$ cat src/rtl/cfg_tlv_pkg.sv
package cfg_tlv_pkg;
  localparam int BYTE_W = 8;
  localparam int WORD_W = 2 * BYTE_W;
  localparam int DWORD_W = 2 * WORD_W;
  localparam int LEN_W = BYTE_W;

  localparam logic [BYTE_W-1:0] IDX_MODE = 8'd0;
  localparam logic [BYTE_W-1:0] IDX_DIV  = 8'd1;
  localparam logic [BYTE_W-1:0] IDX_CNT  = 8'd3;
  localparam logic [BYTE_W-1:0] IDX_TPOS = 8'd5;
  localparam logic [BYTE_W-1:0] IDX_TGLB = 8'd7;
  localparam logic [BYTE_W-1:0] IDX_CHEN = 8'd8;
  localparam logic [BYTE_W-1:0] IDX_TRIG = 8'd64;
  localparam logic [LEN_W-1:0]  LEN_TRIG = 8'd160;

  typedef enum logic [2:0] {
    F_NONE, F_MODE, F_DIV, F_CNT, F_TPOS, F_TGLB, F_CHEN
  } field_e;

  typedef struct packed {
    logic   shiftIn;
    logic   clrWin;
    logic   latchLow;
    logic   frameStart;
    logic   stageWr;
    field_e field;
    logic   wordSel;
    logic   commit;
  } ctl_s;
endpackage

$ cat src/rtl/cfg_tlv_dp.sv
module cfg_tlv_dp
  import cfg_tlv_pkg::*;
#(
  parameter logic [31:0] START_SYNC = 32'hF5A5F5A5
) (
  input  logic               clk,
  input  logic               rstN,
  input  logic [BYTE_W-1:0]  byteData,
  input  ctl_s               ctl,
  output logic               syncHit,
  output logic [WORD_W-1:0]  curWord,
  output logic [WORD_W-1:0]  liveMode,
  output logic [DWORD_W-1:0] liveDiv,
  output logic [DWORD_W-1:0] liveCnt,
  output logic [DWORD_W-1:0] liveTpos,
  output logic [WORD_W-1:0]  liveTglb,
  output logic [WORD_W-1:0]  liveChen
);
  logic [BYTE_W-1:0]  lowQ;
  logic [DWORD_W-1:0] win;
  logic [DWORD_W-1:0] winNext;
  logic [WORD_W-1:0]  stMode, stTglb, stChen;
  logic [DWORD_W-1:0] stDiv, stCnt, stTpos;

  assign curWord = {byteData, lowQ};
  assign winNext = {byteData, win[DWORD_W-1:BYTE_W]};
  assign syncHit = (winNext == START_SYNC);

  always_ff @(posedge clk or negedge rstN) begin
    if (!rstN) begin
      lowQ <= '0;
      win  <= '0;
    end else begin
      if (ctl.latchLow) lowQ <= byteData;
      if (ctl.clrWin) win <= '0;
      else if (ctl.shiftIn) win <= winNext;
    end
  end

  always_ff @(posedge clk or negedge rstN) begin
    if (!rstN) begin
      stMode <= '0; stDiv <= '0; stCnt <= '0;
      stTpos <= '0; stTglb <= '0; stChen <= '0;
    end else if (ctl.frameStart) begin
      stMode <= liveMode; stDiv <= liveDiv; stCnt <= liveCnt;
      stTpos <= liveTpos; stTglb <= liveTglb; stChen <= liveChen;
    end else if (ctl.stageWr) begin
      case (ctl.field)
        F_MODE: stMode <= curWord;
        F_TGLB: stTglb <= curWord;
        F_CHEN: stChen <= curWord;
        F_DIV:  if (ctl.wordSel) stDiv[DWORD_W-1:WORD_W] <= curWord;
                else stDiv[WORD_W-1:0] <= curWord;
        F_CNT:  if (ctl.wordSel) stCnt[DWORD_W-1:WORD_W] <= curWord;
                else stCnt[WORD_W-1:0] <= curWord;
        F_TPOS: if (ctl.wordSel) stTpos[DWORD_W-1:WORD_W] <= curWord;
                else stTpos[WORD_W-1:0] <= curWord;
        default: ;
      endcase
    end
  end

  always_ff @(posedge clk or negedge rstN) begin
    if (!rstN) begin
      liveMode <= '0; liveDiv <= '0; liveCnt <= '0;
      liveTpos <= '0; liveTglb <= '0; liveChen <= '0;
    end else if (ctl.commit) begin
      liveMode <= stMode; liveDiv <= stDiv; liveCnt <= stCnt;
      liveTpos <= stTpos; liveTglb <= stTglb; liveChen <= stChen;
    end
  end

  // live registers move only on a commit strobe
  assert_live_hold_R5: assert property (@(posedge clk) disable iff (!rstN)
    !ctl.commit |=> ($stable(liveMode) && $stable(liveDiv) && $stable(liveCnt)
                     && $stable(liveTpos) && $stable(liveTglb) && $stable(liveChen)));

  // a frame start and a commit never coincide
  assert_start_commit_excl_R6: assert property (@(posedge clk) disable iff (!rstN)
    !(ctl.frameStart && ctl.commit));
endmodule

$ cat src/rtl/cfg_tlv_ctrl.sv
module cfg_tlv_ctrl
  import cfg_tlv_pkg::*;
#(
  parameter logic [31:0] END_SYNC = 32'hFA5AFA5A
) (
  input  logic              clk,
  input  logic              rstN,
  input  logic              byteValid,
  input  logic              streamEnd,
  input  logic              syncHit,
  input  logic [WORD_W-1:0] curWord,
  output ctl_s              ctl,
  output logic              cfgDone,
  output logic              cfgError
);
  typedef enum logic [1:0] {S_HUNT, S_HDR, S_PAY, S_ENDW} state_e;

  state_e           state, stNext;
  logic             phase, phN;
  logic [LEN_W-1:0] wordsLeft, wlN, wordNum, wnN;
  field_e           curField, fN;
  logic             doneN, errN;

  logic             hdrKnown;
  logic [LEN_W-1:0] hdrLen, expLen;
  field_e           hdrField;

  assign hdrLen = curWord[LEN_W-1:0];

  always_comb begin
    hdrKnown = 1'b1;
    hdrField = F_NONE;
    expLen   = '0;
    case (curWord[WORD_W-1:LEN_W])
      IDX_MODE: begin hdrField = F_MODE; expLen = 8'd1; end
      IDX_DIV:  begin hdrField = F_DIV;  expLen = 8'd2; end
      IDX_CNT:  begin hdrField = F_CNT;  expLen = 8'd2; end
      IDX_TPOS: begin hdrField = F_TPOS; expLen = 8'd2; end
      IDX_TGLB: begin hdrField = F_TGLB; expLen = 8'd1; end
      IDX_CHEN: begin hdrField = F_CHEN; expLen = 8'd1; end
      IDX_TRIG: begin hdrField = F_NONE; expLen = LEN_TRIG; end
      default:  hdrKnown = 1'b0;
    endcase
  end

  always_comb begin
    ctl    = '0;
    stNext = state;
    phN    = phase;
    wlN    = wordsLeft;
    wnN    = wordNum;
    fN     = curField;
    doneN  = 1'b0;
    errN   = 1'b0;
    if (state != S_HUNT && streamEnd) begin
      errN       = 1'b1;
      stNext     = S_HUNT;
      phN        = 1'b0;
      ctl.clrWin = 1'b1;
    end else if (byteValid) begin
      case (state)
        S_HUNT: begin
          ctl.shiftIn = 1'b1;
          if (syncHit) begin
            stNext         = S_HDR;
            phN            = 1'b0;
            ctl.clrWin     = 1'b1;
            ctl.frameStart = 1'b1;
          end
        end
        S_HDR: begin
          if (!phase) begin
            ctl.latchLow = 1'b1;
            phN          = 1'b1;
          end else begin
            phN = 1'b0;
            if (curWord == END_SYNC[WORD_W-1:0]) begin
              stNext = S_ENDW;
            end else if (hdrKnown && hdrLen != expLen) begin
              errN       = 1'b1;
              stNext     = S_HUNT;
              ctl.clrWin = 1'b1;
            end else if (hdrLen != '0) begin
              stNext = S_PAY;
              wlN    = hdrLen;
              wnN    = '0;
              fN     = hdrField;
            end
          end
        end
        S_PAY: begin
          if (!phase) begin
            ctl.latchLow = 1'b1;
            phN          = 1'b1;
          end else begin
            phN = 1'b0;
            if (curField != F_NONE) begin
              ctl.stageWr = 1'b1;
              ctl.field   = curField;
              ctl.wordSel = wordNum[0];
            end
            wnN = wordNum + 8'd1;
            wlN = wordsLeft - 8'd1;
            if (wordsLeft == 8'd1) stNext = S_HDR;
          end
        end
        default: begin
          if (!phase) begin
            ctl.latchLow = 1'b1;
            phN          = 1'b1;
          end else begin
            phN        = 1'b0;
            stNext     = S_HUNT;
            ctl.clrWin = 1'b1;
            if (curWord == END_SYNC[DWORD_W-1:WORD_W]) begin
              ctl.commit = 1'b1;
              doneN      = 1'b1;
            end else begin
              errN = 1'b1;
            end
          end
        end
      endcase
    end
  end

  always_ff @(posedge clk or negedge rstN) begin
    if (!rstN) begin
      state     <= S_HUNT;
      phase     <= 1'b0;
      wordsLeft <= '0;
      wordNum   <= '0;
      curField  <= F_NONE;
      cfgDone   <= 1'b0;
      cfgError  <= 1'b0;
    end else begin
      state     <= stNext;
      phase     <= phN;
      wordsLeft <= wlN;
      wordNum   <= wnN;
      curField  <= fN;
      cfgDone   <= doneN;
      cfgError  <= errN;
    end
  end

  // done and error never together
  assert_done_err_excl_R4: assert property (@(posedge clk) disable iff (!rstN)
    !(cfgDone && cfgError));

  // a commit follows only the end-sync state
  assert_done_after_end_R4: assert property (@(posedge clk) disable iff (!rstN)
    cfgDone |-> ($past(state) == S_ENDW));

  // no error can arise while hunting
  assert_no_err_in_hunt_R7: assert property (@(posedge clk) disable iff (!rstN)
    cfgError |-> ($past(state) != S_HUNT));

  // idle cycles leave the parser position untouched
  assert_idle_hold_R11: assert property (@(posedge clk) disable iff (!rstN)
    (!byteValid && !streamEnd) |=> ($stable(state) && $stable(phase) && $stable(wordsLeft)));

  // after a done or error pulse the parser is hunting
  assert_back_to_hunt_R12: assert property (@(posedge clk) disable iff (!rstN)
    (cfgDone || cfgError) |-> (state == S_HUNT));
endmodule

$ cat src/rtl/cfg_tlv_rx.sv
module cfg_tlv_rx
  import cfg_tlv_pkg::*;
#(
  parameter logic [31:0] START_SYNC = 32'hF5A5F5A5,
  parameter logic [31:0] END_SYNC   = 32'hFA5AFA5A
) (
  input  logic               clk,
  input  logic               rstN,
  input  logic               byteValid,
  input  logic [BYTE_W-1:0]  byteData,
  input  logic               streamEnd,
  output logic               cfgDone,
  output logic               cfgError,
  output logic [WORD_W-1:0]  modeWord,
  output logic [DWORD_W-1:0] clkDivider,
  output logic [DWORD_W-1:0] sampleCount,
  output logic [DWORD_W-1:0] trigPosition,
  output logic [WORD_W-1:0]  trigGlobal,
  output logic [WORD_W-1:0]  chanEnable
);
  ctl_s              ctl;
  logic              syncHit;
  logic [WORD_W-1:0] curWord;

  cfg_tlv_ctrl #(.END_SYNC(END_SYNC)) ctrl_i (
    .clk(clk), .rstN(rstN), .byteValid(byteValid), .streamEnd(streamEnd),
    .syncHit(syncHit), .curWord(curWord), .ctl(ctl),
    .cfgDone(cfgDone), .cfgError(cfgError)
  );

  cfg_tlv_dp #(.START_SYNC(START_SYNC)) dp_i (
    .clk(clk), .rstN(rstN), .byteData(byteData), .ctl(ctl),
    .syncHit(syncHit), .curWord(curWord),
    .liveMode(modeWord), .liveDiv(clkDivider), .liveCnt(sampleCount),
    .liveTpos(trigPosition), .liveTglb(trigGlobal), .liveChen(chanEnable)
  );
endmodule

$ cat config.mk
export PLATFORM = sky130hd
export DESIGN_NAME = cfg_tlv_rx
export DESIGN_NICKNAME = d
export VERILOG_FILES = /design/src/rtl/cfg_tlv_pkg.sv /design/src/rtl/cfg_tlv_dp.sv /design/src/rtl/cfg_tlv_ctrl.sv /design/src/rtl/cfg_tlv_rx.sv
export SDC_FILE = /design/constraint.sdc
export NUM_CORES = 1
export LEC_CHECK = 0
export BUFFER_PORTS_ARGS = -buffer_cell sky130_fd_sc_hd__buf_4
export CORE_MARGIN = 1
export CORE_UTILIZATION = 61
export CTS_BUF_LIST = sky130_fd_sc_hd__clkbuf_8
export DETAILED_ROUTE_END_ITERATION = 10
export PLACE_DENSITY = 0.85
export SYNTH_ARGS = -nofsm -noshare
export SYNTH_HDL_FRONTEND = slang
export SYNTH_SLANG_ARGS = --single-unit
$ cat constraint.sdc
create_clock -name clk -period 2.8 [get_ports clk]
set_input_delay 0.7 -clock clk [delete_from_list [all_inputs] [get_ports clk]]
set_output_delay 0.7 -clock clk [all_outputs]
set_load 0.05 [all_outputs]
==> results.md <==
* Main synth FF type: dfrtp_1
* Grt total ovfl at 0
* Layout overhead on the synthesized area at 20.92%
* Switching part of the total at slightly below 30%
* Post-CTS sizing at 0
* Sequential fraction of design power at between 40 and 50%
* F_max at slightly above 400 MHz
* Yosys synthesis warning count at 0
* Syn Area/Cell at around 12 µm²
* Final worst-path cycle share at between 80 and 90%
* Overall routing resource usage at about a third
* Initial DRC Count at ~870
* Final Hold Fails at 0
* Ant diodes at 0
* Die Ht at 157.3 µm
* P_int at ~0.008 W
* Global-route wire length before repair at just over 60000 µm
* Layout cells sized above 1 at approximately 33%
* Post-Layout Cell Count at between 1500 and 2000
* P_sw at 0.003264 W
* Setup crit start kind: flip-flop
* GP Congestion at around 0.9
* Setup-failing EPs final at 0
* Ys async rst share at 100.0%
* Top-Level Pins at roughly 160
* PortBufs at ~160
* Largest net degree at the start of global routing at between 80 and 90
* Post-synth top area cell: dfrtp_1
* Fin area at between 15000 and 20000 µm²
* Drt drc at 0
* RSZ-0062 raised after global routing: false
* Core area at roughly 24000 µm²
* Hpwl dp at ~25000 µm
* Synthesized flop and latch total at 337
* Worst Path Max Fanout at 27
* Post-Syn Area at roughly 15000 µm²
* Cells after Synth at around 1300
* Sinks on Clock Net at 337
* Netlist cell types at 65
* Most frequent cells in the layout: dfrtp_1, nor2_1, buf_4, mux2_2, mux2i_1
* Final TNS setup at 0 ps
* Fin util at between 70% and 80%
* Worst Setup End Kind: flip-flop
* Placed cells at ~1700
* Core Rows at between 50 and 60
* Combinational power share at around 15%
* DR vias/cell at between 6 and 7
* Final Skew at about 12 ps
* Top post-synthesis cells by area: dfrtp_1, mux2_2, mux2i_1
* CP Class: reg -> reg
* Clock power frac at 37.4%
* Peak supply drop at 0.5097 mV
* Root buffer cell: clkbuf_8
* Clock-pin slew on the worst setup and hold paths at 60 ps
* Max Cap Viol at 0
* CTS Buf Count at 53
* Worst skew pair latency at about 580 ps
* DR WL/cell at approximately 21 µm
* Hold Buf Count CTS at 0
* Die area at ~25000 µm²
* Total power divided by cell area at 636.8 nW/µm²
* Total number of H-tree levels at 2
* LEAKAGE at about 9.5 nW
* Fillers at 1445
* Min-Delay Path Class: in -> async
* Bufs on Longest Clock Path at 3
* Post-Syn Nets at about 1300
* Vias post-DR at ~11000
* Fin crit period at 2451 ps
* WP data arrival at slightly below 3000 ps
* Relative slew slack at a little over half
* Status: finished, final reports clean
* Vias in the first global route at approximately 11000
* Top cell type's share of synthesized area at a little under three fifths
* Starting Density at approximately 62%
* Antenna violations before repair at 0
* Post-CTS setup buffer count at 0
* Placed Area at 16700 µm²
* Commonest non-fill, non-tap cell in the layout: dfrtp_1
* Remaining antenna violation count at 0
* Post-synth EDFFs at 0
* Slew @ Worst Pin at slightly below 700 ps
* CP Data Required Time at approximately 3300 ps
* CTS tree: yes
* Worst reg2reg setup slack at approximately 350 ps
* Drt pass-1 iters at 5
* Die X at ~160 µm
* Hold WS at between 100 and 150 ps
* Routed WL at ~39000 µm
* Post-synthesis sequential area ratio at between 50% and 60%
* Nets at about 1500
* Fin. max-slew vios at 0
power groups by stage:
stage,logic [W],clock network [W],registers [W]
6_report,0.00166,0.00423,0.00544
5_1_grt,0.00177,0.00451,0.00547
4_1_cts,0.00163,0.00430,0.00543
3_5_place_dp,0.00162,0,0.00551
3_3_place_gp,0.00160,0,0.00550
2_1_floorplan,0.00100,0,0.00539
sequential cells by signal (all words and copies together), names as in the netlist:
name,count
ctrl_i.phase,1
dp_i.liveDiv,32
dp_i.liveChen,16
dp_i.stTglb,16
dp_i.liveTpos,32
ctrl_i.cfgDone,1
dp_i.win,24
ctrl_i.curField,3
ctrl_i.wordsLeft,8
dp_i.liveTglb,16
ctrl_i.cfgError,1
dp_i.stMode,16
dp_i.stCnt,32
dp_i.liveMode,16
ctrl_i.wordNum,1
dp_i.liveCnt,32
ctrl_i.state,2
dp_i.stChen,16
dp_i.stTpos,32
dp_i.stDiv,32
dp_i.lowQ,8
worst max-delay path, cell delays in order (launching register included):
cell	delay, ps
dfrtp_1	510
nor4_2	450
nand4_1	270
nor3_4	290
buf_12	210
buf_12	210
mux2_2	370
Yosys cell counts, drive strengths merged (8+ instances only):
| library cell | n |
|---|---|
| nor2 | 227 |
| nand2 | 24 |
| dfrtp | 337 |
| nand4b | 8 |
| o21ai | 25 |
| o22ai | 44 |
| mux2i | 107 |
| inv | 12 |
| mux2 | 153 |
| nor3 | 14 |
| a21oi | 105 |
| buf | 59 |
| clkbuf | 33 |
| nand3 | 8 |
stage by stage:
stage | setup WS [ps] | total power [W]
after floorplan | 286.3 | 0.006394
after global routing | 258.4 | 0.01174
after global placement | 68.15 | 0.007100
after detailed placement | 41.66 | 0.007133
final | 349.0 | 0.01133
after CTS | 433.7 | 0.01135
layer usage:
layer	part of all wire, %	vias to the layer above	track usage [%]	routed length [µm]
met1	40	5521	43.70	15630
met5	0	-	0	0
met3	8.5	101	8.205	3290
met2	48	456	51.47	18490
li1	-	4832	-	-
met4	3.1	0	11.74	1209
cell families after synthesis:
logic type / synth area share, %
simple gates: 11.06
flops: 57.32
mux: 18.99
compound gates: 8.752
buf+inv: 3.700
fa+ha+maj: 0.1701
area by class of cell:
| class | instances | area (µm²) | area share, % |
|---|---|---|---|
| tap | 319 | 399.1 | 2.244 |
| timing repair buffer | 238 | 2069 | 11.63 |
| clock inverter | 19 | 112.6 | 0.6330 |
| clock buffer | 71 | 977.2 | 5.493 |
| sequential | 337 | 8433 | 47.40 |
| multi-input combinational | 813 | 5753 | 32.34 |
| inverter | 12 | 45.04 | 0.2532 |
worst paths after layout:
path | cells after the start | to | from
min | 1 | dp_i.liveMode[8] | rstN
max in group asynchronous | 2 | dp_i.stTpos[7] | rstN
max | 6 | dp_i.liveChen[13] | dp_i.lowQ[0]
min in group clk | 2 | ctrl_i.state[0] | streamEnd
min reg2reg | 1 | dp_i.liveMode[15] | dp_i.stMode[15]
max reg2reg | 6 | dp_i.liveChen[13] | dp_i.lowQ[0]
Power figures use the tool's default switching activity.
